### src/rtl/scl_rate_gen.sv
module scl_rate_gen #(
  parameter int CW      = 16,
  parameter int FW      = 16,
  parameter int MIN_CNT = 5
) (
  input  logic          clk,
  input  logic          rst_n,
  input  logic [31:0]   tm_pp,
  input  logic [31:0]   tm_od,
  input  logic [31:0]   tm_fm,
  input  logic [31:0]   tm_fmp,
  input  logic [31:0]   tm_ext,
  input  logic [FW-1:0] free_cnt,
  input  logic [1:0]    bus_mode,
  input  logic [2:0]    speed,
  input  logic          start,
  input  logic          stop,
  output logic          scl,
  output logic          phase_stb
);

  localparam logic [1:0]    S_IDLE = 2'd0;
  localparam logic [1:0]    S_RUN  = 2'd1;
  localparam logic [1:0]    S_FREE = 2'd2;
  localparam logic [CW-1:0] MINV   = CW'(MIN_CNT);

  logic [1:0]    st;
  logic [CW-1:0] pcnt, plen;
  logic [FW-1:0] fcnt, flen;
  logic          start_pend, stop_pend;
  logic [CW-1:0] hi_raw, lo_raw, hi_cnt, lo_cnt;
  logic [7:0]    pp_lo;

  logic unused_bits;
  assign unused_bits = ^{tm_pp[31:24], tm_pp[15:8], tm_od[31:24], tm_od[15:8], tm_fmp[31:24]};

  always_comb begin
    case (speed)
      3'd1:    pp_lo = tm_ext[7:0];
      3'd2:    pp_lo = tm_ext[15:8];
      3'd3:    pp_lo = tm_ext[23:16];
      3'd4:    pp_lo = tm_ext[31:24];
      default: pp_lo = tm_pp[7:0];
    endcase
  end

  always_comb begin
    case (bus_mode)
      2'd0: begin hi_raw = CW'(tm_pp[23:16]);  lo_raw = CW'(pp_lo);         end
      2'd1: begin hi_raw = CW'(tm_od[23:16]);  lo_raw = CW'(tm_od[7:0]);    end
      2'd2: begin hi_raw = CW'(tm_fm[31:16]);  lo_raw = CW'(tm_fm[15:0]);   end
      default: begin hi_raw = CW'(tm_fmp[23:16]); lo_raw = CW'(tm_fmp[15:0]); end
    endcase
  end

  assign hi_cnt = (hi_raw < MINV) ? MINV : hi_raw;
  assign lo_cnt = (lo_raw < MINV) ? MINV : lo_raw;

  wire stop_now  = stop_pend | stop;
  wire start_now = start_pend | start;

  always_ff @(posedge clk or negedge rst_n) begin
    if (!rst_n) begin
      st         <= S_IDLE;
      scl        <= 1'b1;
      phase_stb  <= 1'b0;
      pcnt       <= '0;
      plen       <= MINV;
      fcnt       <= '0;
      flen       <= '0;
      start_pend <= 1'b0;
      stop_pend  <= 1'b0;
    end else begin
      phase_stb <= 1'b0;
      case (st)
        S_IDLE: begin
          if (start) begin
            st        <= S_RUN;
            scl       <= 1'b0;
            phase_stb <= 1'b1;
            pcnt      <= '0;
            plen      <= lo_cnt;
            stop_pend <= 1'b0;
          end
        end
        S_RUN: begin
          stop_pend <= stop_now;
          if (pcnt == plen) begin
            pcnt <= '0;
            if (stop_now) begin
              st         <= S_FREE;
              fcnt       <= '0;
              flen       <= free_cnt;
              start_pend <= 1'b0;
              stop_pend  <= 1'b0;
              if (!scl) begin
                scl       <= 1'b1;
                phase_stb <= 1'b1;
              end
            end else begin
              scl       <= ~scl;
              phase_stb <= 1'b1;
              plen      <= scl ? lo_cnt : hi_cnt;
            end
          end else begin
            pcnt <= pcnt + 1'b1;
          end
        end
        default: begin
          if (fcnt >= flen) begin
            start_pend <= 1'b0;
            if (start_now) begin
              st        <= S_RUN;
              scl       <= 1'b0;
              phase_stb <= 1'b1;
              pcnt      <= '0;
              plen      <= lo_cnt;
              stop_pend <= 1'b0;
            end else begin
              st <= S_IDLE;
            end
          end else begin
            fcnt       <= fcnt + 1'b1;
            start_pend <= start_now;
          end
        end
      endcase
    end
  end

endmodule

### config.mk
export PLATFORM = sky130hd
export DESIGN_NAME = scl_rate_gen
export DESIGN_NICKNAME = d
export VERILOG_FILES = /design/src/rtl/scl_rate_gen.sv
export SDC_FILE = /design/constraint.sdc
export NUM_CORES = 1
export LEC_CHECK = 0
export BUFFER_PORTS_ARGS = -buffer_cell sky130_fd_sc_hd__buf_4
export CAP_MARGIN = 20
export CELL_PAD_IN_SITES_DETAIL_PLACEMENT = 0
export CELL_PAD_IN_SITES_GLOBAL_PLACEMENT = 1
export CORE_ASPECT_RATIO = 2
export CORE_MARGIN = 2
export CORE_UTILIZATION = 39
export DETAILED_ROUTE_END_ITERATION = 8
export GPL_TIMING_DRIVEN = 0
export PLACE_DENSITY_LB_ADDON = 0.1
export SYNTH_ARGS = -nofsm -noshare
export SYNTH_HDL_FRONTEND = slang
export SYNTH_SLANG_ARGS = --single-unit
### constraint.sdc
create_clock -name clk -period 5.63 [get_ports clk]
set_input_delay 1.126 -clock clk [delete_from_list [all_inputs] [get_ports clk]]
set_output_delay 1.126 -clock clk [all_outputs]
set_load 0.02 [all_outputs]
Yosys cells after proc, flatten, opt, wreduce, memory -nomap -nowiden
Index checks and enable logic that the tools add are counted.

Add/sub/neg operators: 2. Order comparisons: 3. Eq/ne operators: 13. Multiplexer cells: 46. Bitwise logic cells: 4. Reduce and logical (&&, ||, !) cells: 11.

Operators by type and width (count): $mux 16 (15); $pmux 16 s2 (3); $pmux 16 s3 (2); $add 16x1->16 const B (2); $lt 16x3->1 const B (2); $pmux 8 s4 (1); $eq 16x16->1 (1); $ge 16x16->1 (1); $mux 1 (16); $reduce_and 4->1 (3); $reduce_and 3->1 (3); $mux 2 (4); $ne 2x2->1 const B (4); $pmux 1 s2 (4); $eq 3x2->1 const B (2); $reduce_bool 3->1 (2); $reduce_and 5->1 (1); $eq 2x1->1 const B (2); $logic_not 2->1 (2); $pmux 2 s2 (1); $eq 3x1->1 const B (1); $eq 3x3->1 const B (1); $eq 2x2->1 const B (1); $ne 2x1->1 const B (1); 2 further kinds (4).

Register bits after elaboration: 70. Bits of input ports: 185. Output and inout bits: 2. Logic and storage cells: 88.

Longest topological paths before layout
Depth in word-level cells: 9. Gate-level depth with buffers: 10. Mapped depth without buffers: 9.

Worst setup path before layout
OpenSTA, ideal clock, no wires.

Path type: input port to flip-flop. Start: input speed[0]. End: register plen[0]. Data arrival time: 2.928 ns. Setup slack: 2.616 ns. Cell stages on the path: 9. Path buffers: 2. Cell sequence: buf_6 > or2_1 > buf_6 > or3_1 > a31oi_1 > o311ai_1 > a2111oi_4 > a211oi_1 > o31ai_2.

Longest elaborated chain between the ends: 9. Elaborated cells on any way between the ends: 15.

RTL lines: start, declared (line 15) `input logic [2:0] speed,`; $eq 3x3->1, or another cell as far along (line 38) `case (speed)`; $pmux 8 s4 * (line 38); $pmux 16 s3 * (line 48) `case (bus_mode)`; $lt 16x3->1 (line 57) `assign lo_cnt = (lo_raw < MINV) ? MINV : lo_raw;`; $mux 16 * (line 57); $mux 16 (line 103) `plen <= scl ? lo_cnt : hi_cnt;`; $mux 16 (line 90) `if (stop_now) begin`; $mux 16 (line 88) `if (pcnt == plen) begin`; $pmux 16 s2 * (line 75) `case (st)`; end signal, assigned (line 82) `plen <= lo_cnt;`; end signal, assigned (line 103); end signal, assigned (line 117) `plen <= lo_cnt;`; end, declared (line 28) `logic [CW-1:0] pcnt, plen;`.

Mark *: on every way between the ends. The rest lies on a longest branch, timed or not. The select of a mux whose other input is x is not followed. A chain may end at the register's enable or synchronous reset.

Worst setup path in the final report
Start: register fcnt[11]. End: register pcnt[4].

Longest elaborated chain between the ends: 3.

RTL lines: start, declared (line 29) `logic [FW-1:0] fcnt, flen;`; start signal, assigned (line 123) `fcnt <= fcnt + 1'b1;`; $ge 16x16->1 (line 110) `if (fcnt >= flen) begin`; $reduce_bool 3->1 (no line); $reduce_and 3->1 (no line); end signal, assigned (line 106) `pcnt <= pcnt + 1'b1;`; end, declared (line 28).

No other way between the ends.

==> summary.md <==
| Metric | Value |
|---|---|
| Cell Rows | `58` |
| CTS tree | `built` |
| Yosys warnings | `0` |
| Full die area | `13,900 um^2` |
| RD Place Congestion | `0.860` |
| Max FO, Critical Path | `10` |
| Overall power | `1.61 mW` |
| Worst R2R Setup Slack | `2330 ps` |
| DR vias | `4,955` |
| FF+latch count, synth | `70` |
| Sequential share of the synthesized area | `34.9%` |
| Crit. End Element | `flop` |
| H-tree depth | `3` |
| Drt total wl | `15,100 um` |
| I/O pins | `187` |
| MaxCap Viol Count | `0` |
| Critical Path Source Type | `flop` |
| Post-CTS Repair Setup Buffers | `0` |
| Int Pwr | `1.12 mW` |
| Syn_area_per_cell | `8.50 um^2` |
| Cts bufs inserted | `9` |
| Top cell type's share of synthesized area | `33.4%` |
| Hold Buf Count CTS | `0` |
| Ys flop type | `dfrtp_1` |
| Wire per inst | `16.8 um` |
| Setup tns final | `0 ps` |
| CTS max path bufs | `2` |
| Critical path class | `reg2reg` |
| First-pass GRT wire length | `23,900 um` |
| Post-DP HPWL | `12,400 um` |
| Tot GR Track Use | `21.8%` |
| Drc violations | `0` |
| Measured slew at the worst slew-check pin | `883 ps` |
| Max_slew headroom | `41.2%` |
| Cell taking the most area after synthesis | `dfrtp_1` |
| Worst VDD drop | `0.000272 V` |
| Flop pwr share | `39.0%` |
| Asr flop ratio synth | `100%` |
| Part of the cycle the worst path needs | `58.6%` |
| Hold Crit Class | `reg2reg` |
| Core footprint | `12,600 um^2` |
| Final-report hold violation count | `0` |
| Layout cells sized above 1 | `27.1%` |
| Top-count cell post-synth | `nor2_1` |
| Sw Pwr | `0.491 mW` |
| Post-DRT Antenna Nets | `0` |
| M1 wire length | `5330 um` |
| CTS Sinks | `70` |
| F_max | `303 MHz` |
| Switching Share | `30.5%` |
| Die height | `165 um` |
| Synthesized netlist cell count | `591` |
| Root Driver | `clkbuf_16` |
| Mapped Area | `5020 um^2` |
| Clk_skew | `9.50 ps` |
| Number of global-route vias before repair | `5,092` |
| Metal3 WL | `714 um` |
| Port bufs | `143` |
| Initial antenna violation count | `0` |
| Pre-antenna DRT Iters | `5` |
| Final WS setup | `2330 ps` |
| Finished Cell Area | `6590 um^2` |
| Critical Path RT | `5830 ps` |
| Synth area leaders | `dfrtp_1, xnor2_1, nor2_1` |
| Die X | `84.3 um` |
| Comb pwr share | `25.5%` |
| Clock-pin slew on the worst setup and hold paths | `60 ps` |
| Post-synth top cells | `nor2_1, dfrtp_1, nand2_1` |
| Placed Area | `6280 um^2` |
| Cell Pwr Density | `245 nW/um^2` |
| Post-synth EDFFs | `0` |
| Final setup violating endpoints | `0` |
| Arrival @ worst endpoint | `3500 ps` |
| Leakage power | `2.89 nW` |
| Vias per inst | `5.51` |
| Overflow after GRT | `0` |
| Outcome | `completed` |
| ANT cells | `0` |
| Initial drt markers | `215` |
| Top Layer Used | `met4` |
| CTS resizes | `0` |
| Final net count | `948` |
| Hold WS | `479 ps` |
| RSZ-0062 raised after global routing | `no` |
| Largest net degree at the start of global routing | `71` |
| Synth cell types | `60` |
| WL met2 | `8700 um` |
| Pre-CTS WS | `2090 ps` |
| Initial Util | `40.0%` |
| Worst-skew pair later-pin latency | `340 ps` |
| Clock power frac | `35.6%` |
| Area Overhead vs Synth | `31.1%` |
| Fin crit period | `3300 ps` |
| Synth Net Count | `794` |
| Final Slew Violations | `0` |
## final timing paths
check | startpoint | endpoint | cells after the start
setup / recovery | fcnt[11] | pcnt[4] | 9
hold / removal | plen[2] | plen[2] | 2
setup reg to reg | fcnt[11] | pcnt[4] | 9
hold reg to reg | plen[2] | plen[2] | 2
max in group asynchronous | rst_n | flen[4] | 1
min in group asynchronous | rst_n | pcnt[14] | 1
## placed cells by master, fill, tap and decap left out, drive strengths merged, types with 11 or more instances in the layout
master,netlist,final
xnor2,31,31
nor3,11,11
nand2b,15,15
a21oi,25,25
mux2,11,11
clkbuf,18,29
o21ai,49,49
buf,17,160
a31oi,22,22
nor2,72,72
nand2,55,55
ha,18,18
dfrtp,67,67
inv,28,28
nand3,14,14
## flip-flops by register name, indices dropped and copies added (netlist names)
signal / cells
stop_pend: 1
scl: 1
start_pend: 1
flen: 16
pcnt: 16
fcnt: 16
phase_stb: 1
st: 2
plen: 16
## per-stage QoR
step | utilization (%) | cells
floorplan | - | 591
global placement | 50.1 | 884
detailed placement | 50.1 | 884
CTS | 52.5 | 900
global route | 52.5 | 900
finish | 52.5 | 900
## cells by family (layout without fill, tap and decap cells)
logic type	count (synthesis)	after routing	share of synthesized area (%)
simple gates	229	229	22.3
compound gates	153	153	19.7
flops	70	70	34.9
buf+inv	63	222	5.50
xor+xnor	33	33	5.75
mux	25	25	7.25
fa+ha+maj	18	18	4.48
## power groups by stage
stage / clock network [mW] / logic (mW) / registers (mW)
5_1_grt: 0.606 / 0.455 / 0.636
2_1_floorplan: 0 / 0.257 / 0.615
3_5_place_dp: 0 / 0.410 / 0.635
3_3_place_gp: 0 / 0.403 / 0.631
4_1_cts: 0.583 / 0.413 / 0.626
6_report: 0.573 / 0.410 / 0.628
## critical path, cell delays in order (launching register included)
cell      delay [ps]
dfrtp_1          400
ha_1             330
nand4_1          150
nor2_1           180
o221ai_1         210
a21oi_1          690
o22ai_1          470
clkbuf_1         350
o21ai_0          280
o31ai_1          100
## per-layer routing
layer / GRT usage (%) / vias up
met5: 0 / -
met4: 8.36 / 0
met3: 3.30 / 22
met2: 43.8 / 177
met1: 22.0 / 2335
li1: - / 2421
## final cells by class
cell class	count	area [um^2]
Buffer	35	171
Clock buffer	11	243
Clock inverter	5	58.8
Fill cell	1248	5970
Inverter	28	105
Multi-Input combinational cell	458	2990
Sequential cell	70	1760
Tap cell	150	188
Timing Repair Buffer	143	1070
(Power assumes the default switching activity.)
